File: src/rtl/tmr_pkg.sv
package tmr_pkg;
  localparam int NCH = 2;

  typedef enum logic [1:0] {
    SRC_SW     = 2'b00,
    SRC_GATE   = 2'b01,
    SRC_PW     = 2'b10,
    SRC_PW_ALT = 2'b11
  } src_e;
endpackage

File: src/rtl/tmr_trig_filter.sv
module tmr_trig_filter #(
  parameter int FILT = 3
) (
  input  logic clk,
  input  logic rst_n,
  input  logic trig_i,
  output logic lvl_o,
  output logic rise_o,
  output logic fall_o
);
  localparam int FW = $clog2(FILT + 1);

  logic          s1, s2;
  logic [FW-1:0] fcnt;
  logic          upd;

  // level differs and has been steady long enough
  assign upd    = (s2 != lvl_o) && (fcnt == FW'(FILT - 1));
  assign rise_o = upd & s2;
  assign fall_o = upd & ~s2;

  always_ff @(posedge clk) begin
    if (!rst_n) begin
      s1    <= 1'b0;
      s2    <= 1'b0;
      lvl_o <= 1'b0;
      fcnt  <= '0;
    end else begin
      s1 <= trig_i;
      s2 <= s1;
      if (s2 == lvl_o) begin
        fcnt <= '0;
      end else if (upd) begin
        lvl_o <= s2;
        fcnt  <= '0;
      end else begin
        fcnt <= fcnt + 1'b1;
      end
    end
  end

  generate
    if (FILT == 3) begin : g_chk
      // a new filtered level was present on the three previous synchronised samples
      assert_filter_hold_R6: assert property (@(posedge clk) disable iff (!rst_n)
        ($rose(lvl_o) || $fell(lvl_o)) |->
          ($past(s2) == lvl_o && $past(s2, 2) == lvl_o && $past(s2, 3) == lvl_o));
    end
  endgenerate
endmodule

File: src/rtl/tmr_count_slice.sv
module tmr_count_slice #(
  parameter int W = 8
) (
  input  logic         clk,
  input  logic         rst_n,
  input  logic         inc_i,
  input  logic         clr_i,
  input  logic         cap_i,
  input  logic [W-1:0] period_i,
  output logic [W-1:0] cnt_o,
  output logic [W-1:0] cap_o,
  output logic         at_period_o,
  output logic         at_max_o
);
  always_ff @(posedge clk) begin
    if (!rst_n) begin
      cnt_o <= '0;
      cap_o <= '0;
    end else begin
      if (clr_i)      cnt_o <= '0;
      else if (inc_i) cnt_o <= cnt_o + 1'b1;
      if (cap_i)      cap_o <= cnt_o;
    end
  end

  assign at_period_o = (cnt_o == period_i);
  assign at_max_o    = &cnt_o;

  // count moves only when steered by the controller
  assert_slice_hold_R2: assert property (@(posedge clk) disable iff (!rst_n)
    (!$past(clr_i) && !$past(inc_i)) |-> $stable(cnt_o));
endmodule

File: src/rtl/tmr_chan_ctrl.sv
module tmr_chan_ctrl
  import tmr_pkg::*;
(
  input  logic clk,
  input  logic rst_n,
  input  logic en_i,
  input  src_e src_i,
  input  logic run_i,
  input  logic oneshot_i,
  input  logic tick_i,
  input  logic match_i,
  input  logic trig_lvl_i,
  input  logic rise_i,
  input  logic fall_i,
  output logic step_o,
  output logic restart_o,
  output logic capture_o,
  output logic irq_o,
  output logic tog_o,
  output logic cap_done_o
);
  logic trig_src, pw, active, wrap, os_q, os_clr;

  assign trig_src  = (src_i != SRC_SW);
  assign pw        = (src_i == SRC_PW) || (src_i == SRC_PW_ALT);
  assign active    = trig_src ? (trig_lvl_i & ~fall_i) : run_i;
  assign step_o    = en_i & active & ~os_q & tick_i;
  assign wrap      = step_o & match_i;
  assign restart_o = wrap | (en_i & pw & rise_i);
  assign capture_o = en_i & pw & fall_i;
  assign os_clr    = trig_src ? rise_i : ~run_i;

  always_ff @(posedge clk) begin
    if (!rst_n) begin
      os_q       <= 1'b0;
      irq_o      <= 1'b0;
      tog_o      <= 1'b0;
      cap_done_o <= 1'b0;
    end else begin
      if (wrap && oneshot_i) os_q <= 1'b1;
      else if (os_clr)       os_q <= 1'b0;
      irq_o <= wrap;
      if (wrap) tog_o <= ~tog_o;
      if (capture_o)               cap_done_o <= 1'b1;
      else if (en_i && pw && rise_i) cap_done_o <= 1'b0;
    end
  end

  assert_cap_flag_R7: assert property (@(posedge clk) disable iff (!rst_n)
    capture_o |=> cap_done_o);
endmodule

File: src/rtl/trig_timer_pair.sv
module trig_timer_pair
  import tmr_pkg::*;
#(
  parameter int W        = 8,
  parameter int NTICK    = 8,
  parameter int FILT     = 3,
  localparam int SELW    = $clog2(NTICK)
) (
  input  logic                      clk,
  input  logic                      rst_n,
  input  logic [NTICK-1:0]          tick_i,
  input  logic                      cascade_i,
  input  logic [NCH-1:0]            run_i,
  input  logic [NCH-1:0]            oneshot_i,
  input  logic [NCH-1:0][1:0]       src_i,
  input  logic [NCH-1:0][SELW-1:0]  clksel_i,
  input  logic [NCH-1:0][W-1:0]     period_i,
  input  logic [NCH-1:0]            trig_i,
  output logic [NCH-1:0][W-1:0]     count_o,
  output logic [NCH-1:0][W-1:0]     cap_o,
  output logic [NCH-1:0]            cap_done_o,
  output logic [NCH-1:0]            irq_o,
  output logic [NCH-1:0]            tog_o
);
  logic [NCH-1:0] lvl, rise, fall;
  logic [NCH-1:0] en_c, tick_c, match_c;
  logic [NCH-1:0] step, restart, capture, irq_q;
  logic [NCH-1:0] inc_s, clr_s, cap_s, at_per, at_max;

  // steering between separate and joined operation
  always_comb begin
    en_c[0]    = ~cascade_i;
    en_c[1]    = 1'b1;
    tick_c[0]  = tick_i[clksel_i[0]];
    tick_c[1]  = cascade_i ? tick_i[clksel_i[0]] : tick_i[clksel_i[1]];
    match_c[0] = at_per[0];
    match_c[1] = cascade_i ? (at_per[0] & at_per[1]) : at_per[1];
    inc_s[0]   = cascade_i ? step[1]    : step[0];
    clr_s[0]   = cascade_i ? restart[1] : restart[0];
    cap_s[0]   = cascade_i ? capture[1] : capture[0];
    inc_s[1]   = cascade_i ? (step[1] & at_max[0]) : step[1];
    clr_s[1]   = restart[1];
    cap_s[1]   = capture[1];
  end

  assign irq_o = {irq_q[1], irq_q[0] & ~cascade_i};

  for (genvar c = 0; c < NCH; c++) begin : g_ch
    tmr_trig_filter #(.FILT(FILT)) u_filt (
      .clk    (clk),
      .rst_n  (rst_n),
      .trig_i (trig_i[c]),
      .lvl_o  (lvl[c]),
      .rise_o (rise[c]),
      .fall_o (fall[c])
    );

    tmr_chan_ctrl u_ctrl (
      .clk        (clk),
      .rst_n      (rst_n),
      .en_i       (en_c[c]),
      .src_i      (src_e'(src_i[c])),
      .run_i      (run_i[c]),
      .oneshot_i  (oneshot_i[c]),
      .tick_i     (tick_c[c]),
      .match_i    (match_c[c]),
      .trig_lvl_i (lvl[c]),
      .rise_i     (rise[c]),
      .fall_i     (fall[c]),
      .step_o     (step[c]),
      .restart_o  (restart[c]),
      .capture_o  (capture[c]),
      .irq_o      (irq_q[c]),
      .tog_o      (tog_o[c]),
      .cap_done_o (cap_done_o[c])
    );

    tmr_count_slice #(.W(W)) u_slice (
      .clk         (clk),
      .rst_n       (rst_n),
      .inc_i       (inc_s[c]),
      .clr_i       (clr_s[c]),
      .cap_i       (cap_s[c]),
      .period_i    (period_i[c]),
      .cnt_o       (count_o[c]),
      .cap_o       (cap_o[c]),
      .at_period_o (at_per[c]),
      .at_max_o    (at_max[c])
    );

    assert_irq_zero_R3: assert property (@(posedge clk) disable iff (!rst_n)
      irq_o[c] |-> (count_o[c] == '0));

    assert_oneshot_stop_R4: assert property (@(posedge clk) disable iff (!rst_n)
      (irq_o[c] && $past(oneshot_i[c]) && !cascade_i && $past(!cascade_i))
        |=> (count_o[c] == '0));

    assert_capture_value_R7: assert property (@(posedge clk) disable iff (!rst_n)
      $rose(cap_done_o[c]) |-> (cap_o[c] == $past(count_o[c])));
  end

  // high byte only moves on a low-byte carry while joined
  assert_carry_R8: assert property (@(posedge clk) disable iff (!rst_n)
    (cascade_i && $past(cascade_i) && (count_o[1] != $past(count_o[1])) && (count_o[1] != '0))
      |-> (($past(count_o[0]) == {W{1'b1}}) && (count_o[0] == '0)));
endmodule

File: config.mk
export PLATFORM = sky130hd
export DESIGN_NAME = trig_timer_pair
export DESIGN_NICKNAME = d
export VERILOG_FILES = /design/src/rtl/tmr_pkg.sv /design/src/rtl/tmr_trig_filter.sv /design/src/rtl/tmr_count_slice.sv /design/src/rtl/tmr_chan_ctrl.sv /design/src/rtl/trig_timer_pair.sv
export SDC_FILE = /design/constraint.sdc
export NUM_CORES = 1
export LEC_CHECK = 0
export CAP_MARGIN = 20
export CORE_ASPECT_RATIO = 1.2
export CORE_UTILIZATION = 65
export CTS_CLUSTER_DIAMETER = 60
export CTS_CLUSTER_SIZE = 24
export DETAILED_ROUTE_END_ITERATION = 10
export DONT_BUFFER_PORTS = 1
export PLACE_DENSITY_LB_ADDON = 0.15
export SYNTH_ARGS = -nofsm -noshare
export SYNTH_HDL_FRONTEND = slang
export SYNTH_SLANG_ARGS = --single-unit
File: constraint.sdc
create_clock -name clk -period 4.99 [get_ports clk]
set_clock_uncertainty 0.2 [all_clocks]
set_input_delay 0.2495 -clock clk [delete_from_list [all_inputs] [get_ports clk]]
set_output_delay 0.2495 -clock clk [all_outputs]
set_load 0.02 [all_outputs]
==> metrics, run 1 <==
Worst EP arrival 2750 ps; RSZ-0062 raised after global routing no; Reg clk slew, reported paths 90 ps; Ant. Diodes 0; Hold Buf Count CTS 6; Die Y a little over 70 um; drc violations 0; #FFs+latches synth 50; pin count of the biggest net entering global routing 26; Die ar. 4236 um2; Syn Inst Count approximately 290; GRT Util Overall approximately 29%; die width 59.58 um; H-tree Lvls 2; TritonCTS clock tree built; ANT nets after route 0; number of global-route vias before repair about 2100; Critical Path End Type flip-flop; metal2 WL ~3.1 mm; clock sinks 50; Ports 81; final WL roughly 5.7 mm; highest routed layer met4; area added between synthesis and finish 6.725%; worst slack, placed around 2500 ps; Initial Util around 69%; CTS buffer count 5; worst hold path type input pin to flip-flop; first-pass GRT wire length 9.342 mm; Via density between 6 and 7; post-cts sizing count 0; Layout Cells excl Fill between 300 and 400; TritonRoute pass-1 iters 4; Final Slew Violations 0; placeable core region around 3700 um2; Post-DP HPWL approximately 4.2 mm; Lkg Pwr between 0.9 and 1 nW; dominant synthesized flop cell dfxtp_1; final net count between 300 and 400; status finished clean; CP max FO 6; Netlist cell types 50; WL per Instance 16.88 um; placed cells ~330; final hold vios 0; M1 WL ~2.2 mm; GPL Wtd Cong a little over 0.8; final number of setup-violating endpoints 0; maximum VDD drop around 0.00023 V; setup ws final 2289 ps; min Tclk post-route 2701 ps; CP startpoint kind flip-flop; met3 routed WL approximately 460 um; setup TNS 0 ps; Port Buf Inserts 0; WP data required between 5000 and 6000 ps; share of layout cells above drive strength 1 under 10%; Max-Cap Viols 0; postcts setup bufs 0; DR vias approximately 2200; Clock Root Buffer clkbuf_8; Synthesized Nets roughly 340; Slew HR between 20% and 30%; row count 24; Clock Path Buffers 2; Post-synth ARST share 0%; Slew @ Worst Pin ~1000 ps; FMAX around 0.37 GHz; cell area after synthesis ~2600 um2; number of synthesis warnings 0; Power Dens Cells ~290 nW/um2; EDFF count, synth 0; register area share after synthesis about 39%; Clock Latency Late Sink 300 ps; initial antenna violation count 0; fin util between 70 and 80%; Starting DRT DRC Count 110; Remaining Overflow, GRT 0; final worst-path cycle share a little over half; syn_area_per_cell between 8 and 9 um2; Setup Crit Path Kind flip-flop to flip-flop
-- through the flow --
stage | power (W) | cell area, um2 | hold WS [ps]
global route | 0.0008154 | 2760 | 22.02
finish | 0.0007924 | 2760 | 11.87
CTS | 0.0007939 | 2760 | 13.44
detailed placement | 0.0004609 | 2562 | 171.6
floorplan | 0.0004558 | 2586 | 176.8
global placement | 0.0004599 | 2562 | 169.7
-- layout by cell type, fill, tap and decap left out, drive strengths merged, types with 3 or more instances in the layout --
| master | netlist | routed |
|---|---|---|
| clkbuf | 5 | 5 |
| nand3 | 13 | 13 |
| nor2 | 19 | 19 |
| dfxtp | 50 | 50 |
| mux4 | 3 | 3 |
| nor4 | 5 | 5 |
| o31ai | 11 | 11 |
| and2 | 6 | 6 |
| xor2 | 16 | 16 |
| o21ai | 12 | 12 |
| ha | 4 | 4 |
| or2 | 5 | 5 |
| a21oi | 19 | 19 |
| inv | 10 | 10 |
| dlygate4sd3 | 0 | 6 |
| a211oi | 8 | 8 |
| or3 | 6 | 6 |
| or4 | 11 | 11 |
| nand2 | 26 | 26 |
| mux2i | 14 | 14 |
| nand4 | 3 | 3 |
| nand2b | 4 | 4 |
-- cell usage after synthesis, types with 5 or more instances --
library cell	n	area share, %
nand2_1	26	3.8
and2_1	5	1.2
mux2i_1	13	5.0
clkbuf_1	5	0.73
buf_2	5	0.97
inv_1	10	1.5
or4_1	11	3.2
a211oi_1	8	2.3
o21ai_0	9	1.7
or3_1	6	1.5
dfxtp_1	50	39
nand3_1	13	2.5
buf_4	6	1.7
o31ai_1	11	3.2
a21oi_1	19	3.7
nor2_1	19	2.8
xor2_1	16	5.4
-- power breakdown --
part           internal, W  leakage [nW]  switching, W
clock network     0.000201        0.0683      0.000136
logic            0.0000223         0.446     0.0000276
registers         0.000401         0.404    0.00000467
total             0.000625         0.918      0.000168
-- state kept, by name (all words and copies together), names as in the netlist --
signal / flops
g_ch.u_slice.cap_o: 16
g_ch.u_ctrl.irq_o: 2
g_ch.u_filt.s2: 2
g_ch.u_filt.fcnt: 4
g_ch.u_filt.lvl_o: 2
g_ch.u_filt.s1: 2
g_ch.u_ctrl.tog_o: 2
g_ch.u_ctrl.os_q: 2
g_ch.u_slice.cnt_o: 16
g_ch.u_ctrl.cap_done_o: 2
-- path summary, 6_finish.rpt --
check | from | end | slack, ps | cells after the start
setup / recovery | g_ch[0].u_slice.cnt_o[7] | g_ch[1].u_ctrl.os_q | 2290 | 6
setup reg to reg | g_ch[0].u_slice.cnt_o[7] | g_ch[1].u_ctrl.os_q | 2290 | 6
hold reg to reg | g_ch[1].u_filt.fcnt[0] | g_ch[1].u_filt.fcnt[0] | 210 | 1
hold / removal | oneshot_i[0] | g_ch[0].u_ctrl.os_q | 10 | 3
-- layout make-up --
cell class                 count  area [um2]
clock buffer                   5       68.82
clock inverter                 3       68.82
fill                         302       963.4
inverter                      10       37.54
multi-input combinational    213        1459
sequential                    50        1001
tap                           52       65.06
timing repair buffer           6       60.06
-- critical path, stage by stage (launching register included) --
cell and delay [ps]:
dfxtp_1 600, xor2_1 130, nor4_1 410, a31oi_1 200, or3_1 400, o21ai_1 150, dlygate4sd3_1 550
-- cell families (layout without fill, tap and decap cells) --
family                   count (synthesis)  in the layout  synth area share, %
AND/OR/NAND/NOR                        110            110                22.93
XOR/XNOR                                18             18                6.096
adder cells (fa/ha/maj)                  4              4                1.935
buffers and inverters                   26             24                4.886
flip-flops                              50             50                38.70
multiplexers                            18             18                8.611
AO/OA/AOI/OAI                           63             63                16.84
-- metal layers --
| metal | global-route usage (%) | vias to the layer above |
|---|---|---|
| met5 | 0 | - |
| met4 | 8.527 | 0 |
| met3 | 7.678 | 5 |
| met2 | 52.31 | 88 |
| met1 | 32.06 | 1027 |
| li1 | - | 1045 |
Note: power is estimated with default switching activity, not from simulation.
==> inputs of run 2 (changes only) <==
--- a/config.mk
+++ b/config.mk
@@ -7,7 +7,7 @@
 export LEC_CHECK = 0
 export CAP_MARGIN = 20
 export CORE_ASPECT_RATIO = 1.2
-export CORE_UTILIZATION = 65
+export CORE_UTILIZATION = 57
 export CTS_CLUSTER_DIAMETER = 60
 export CTS_CLUSTER_SIZE = 24
 export DETAILED_ROUTE_END_ITERATION = 10
==> constraint.sdc (replaced) <==
create_clock -name clk -period 2.4 [get_ports clk]
set_clock_uncertainty 0.2 [all_clocks]
set_input_delay 0.12 -clock clk [delete_from_list [all_inputs] [get_ports clk]]
set_output_delay 0.12 -clock clk [all_outputs]
set_load 0.02 [all_outputs]
==> run 2 against run 1 <==
  * Combinational power rose to 2.6 times the previous value
  * Sequential share of layout area fell by 2.6 points
  * Critical path depth rose by 1
  * Die area rose by 14%
  * Cell count rose by 9.4%
  * First-iteration DRC count rose by 4.5%
  * Worst setup slack got worse by 2100 ps
  * Largest cell class unchanged
==> metrics, run 2 (synthesized netlist as in run 1, its figures left out) <==
status finished clean (unchanged); crit path cell chain inv_1 > ha_2 > nand2b_1 > a31oi_1 > a2bb2oi_4 > or4b_2 > a211oi_2 (was xor2_1 > nor4_1 > a31oi_1 > or3_1 > o21ai_1 > dlygate4sd3_1); Setup Crit Path Kind flip-flop to flip-flop (unchanged); placeable core region 4294 um2 (was 3724 um2); TritonCTS clock tree built (unchanged); final WL 6.150 mm (was 5.723 mm); Clock Path Buffers 2 (unchanged); most common cell after layout, fill and taps aside dfxtp_1 (unchanged); clock sinks 50 (unchanged); commonest non-fill, non-tap cells in the layout dfxtp_1, nand2_1, buf_4 (was dfxtp_1, nand2_1, nor2_1, a21oi_1, xor2_1); GPL Wtd Cong 0.7906 (was 0.8046); min Tclk post-route 2236 ps (was 2701 ps); Max-Cap Viols 0 (unchanged); FMAX 0.4472 GHz (was 0.3702 GHz); setup TNS 0 ps (unchanged); Worst EP arrival 2270 ps (was 2750 ps); Gate power share 9.1% (was 6.3%); maximum VDD drop 0.0002367 V (was 0.0002322 V); CP max FO 14 (was 6); WP data required 2440 ps (was 5030 ps); power share of the clock group 32.4% (was 42.4%); final net count 362 (was 333); number of global-route vias before repair 2061 (was 2094); CP startpoint kind flip-flop (unchanged); Slew HR 44.35% (was 29.65%); Ant. Diodes 0 (unchanged); Die ar. 4812 um2 (was 4236 um2); Sequential Power Share 58.4% (was 51.2%); Clock Latency Late Sink 310 ps (was 300 ps); first-pass GRT wire length 9.673 mm (was 9.342 mm); Port Buf Inserts 0 (unchanged); slowest stage delay, CP 640 ps (was 600 ps); biggest regs g_ch.u_slice.cap_o: 16 flops, g_ch.u_slice.cnt_o: 16 flops, g_ch.u_filt.fcnt: 4 flops (unchanged); die width 63.49 um (was 59.58 um); share of layout cells above drive strength 1 15.56% (was 8.362%); Sw Pwr 0.0003409 W (was 0.0001679 W); critical path's slowest cell or4b_2 (was dfxtp_1); pin count of the biggest net entering global routing 26 (unchanged); H-tree Lvls 2 (unchanged); Clock Root Buffer clkbuf_8 (unchanged); Final Slew Violations 0 (unchanged); Post-DP HPWL 4.371 mm (was 4.161 mm); CTS buffer count 5 (unchanged); Lkg Pwr 1.053 nW (was 0.9180 nW); Reg clk slew, reported paths 90 ps (about the same); Sw Ratio 23.73% (was 21.19%); DR vias 2270 (was 2165); drc violations 0 (unchanged); Via density 6.119 (was 6.386); Slew @ Worst Pin 833.9 ps (was 1048 ps); Initial Util 60.23% (was 69.46%); RSZ-0062 raised after global routing no (unchanged); GRT Util Overall 26.53% (was 28.81%); WL per Instance 16.58 um (was 16.88 um); Starting DRT DRC Count 115 (was 110); final number of setup-violating endpoints 0 (unchanged); area added between synthesis and finish 14.95% (was 6.725%); worst hold path type input pin to flip-flop (unchanged); initial antenna violation count 0 (unchanged); Critical Path End Type flip-flop (unchanged); ANT nets after route 0 (unchanged); Pint 0.001096 W (was 0.0006245 W); placed instance area 2740 um2 (was 2562 um2); Die Y 75.79 um (was 71.10 um); Remaining Overflow, GRT 0 (unchanged); Ports 81 (unchanged); TritonRoute pass-1 iters 4 (unchanged); Power Dens Cells 483.3 nW/um2 (was 287.1 nW/um2); area of all placed cells without fillers 2973 um2 (was 2760 um2); final worst-path cycle share 93.18% (was 54.13%); row count 26 (was 24); final hold vios 0 (unchanged)
run 2: timing repair:
item	in CTS	in global routing
buffers inserted	0	2
endpoints found under the hold margin	18	0
resized for setup	0	5
hold buffers	10	0
endpoints found under the setup margin	0	9
run 2: layout make-up:
class | count | area, um2
fill | 355 | 1321
multi-input combinational | 213 | 1496
clock inverter | 1 | 7.507
timing repair buffer | 35 | 287.8
clock buffer | 6 | 72.57
inverter | 10 | 37.54
sequential | 50 | 1001
tap | 56 | 70.07
run 2: metrics by stage:
| step | worst slack (ps) | util (%) | hold slack (ps) | total power (W) | cells |
|---|---|---|---|---|---|
| finish | 163.8 | 69.23 | 15.03 | 0.001437 | 371 |
| global route | 32.21 | 69.23 | 22.44 | 0.001492 | 371 |
| CTS | 93.08 | 68.01 | 3.154 | 0.001439 | 369 |
| detailed placement | 109.9 | 63.81 | 46.88 | 0.0009663 | 352 |
| global placement | 148.4 | 63.81 | 40.24 | 0.0009647 | 352 |
| floorplan | 279.5 | - | 47.29 | 0.0009477 | 289 |
run 2: metal layers:
metal,vias up,GRT usage [%],wire length (um)
li1,1103,-,-
met1,1045,28.48,2385
met4,0,11.62,156
met5,-,0,0
met3,17,7.335,483
met2,105,49.17,3124
run 2: power groups by stage:
stage                     combinational [W]  sequential, W  clock [W]
after floorplan                   0.0000868       0.000861          0
after global placement             0.000106       0.000859          0
after detailed placement           0.000107       0.000859          0
after CTS                          0.000123       0.000839   0.000477
after global routing               0.000141       0.000841   0.000511
final                              0.000131       0.000840   0.000466
run 2: final timing paths:
path	from	endpoint	slack, ps	depth (start not counted)
worst min-delay path	rst_n	g_ch[0].u_slice.cnt_o[7]	20	4
worst max register to register	g_ch[0].u_filt.fcnt[0]	g_ch[0].u_slice.cnt_o[7]	160	7
worst min register to register	g_ch[0].u_filt.fcnt[0]	g_ch[0].u_filt.fcnt[0]	220	1
worst max-delay path	g_ch[0].u_filt.fcnt[0]	g_ch[0].u_slice.cnt_o[7]	160	7
run 2: critical path, delay by kind of cell (launching register included):
kind            cells  cell delay (ps)
simple gates        2              720
compound gates      3              630
flops               1              340
fa+ha+maj           1              220
buf+inv             1               50
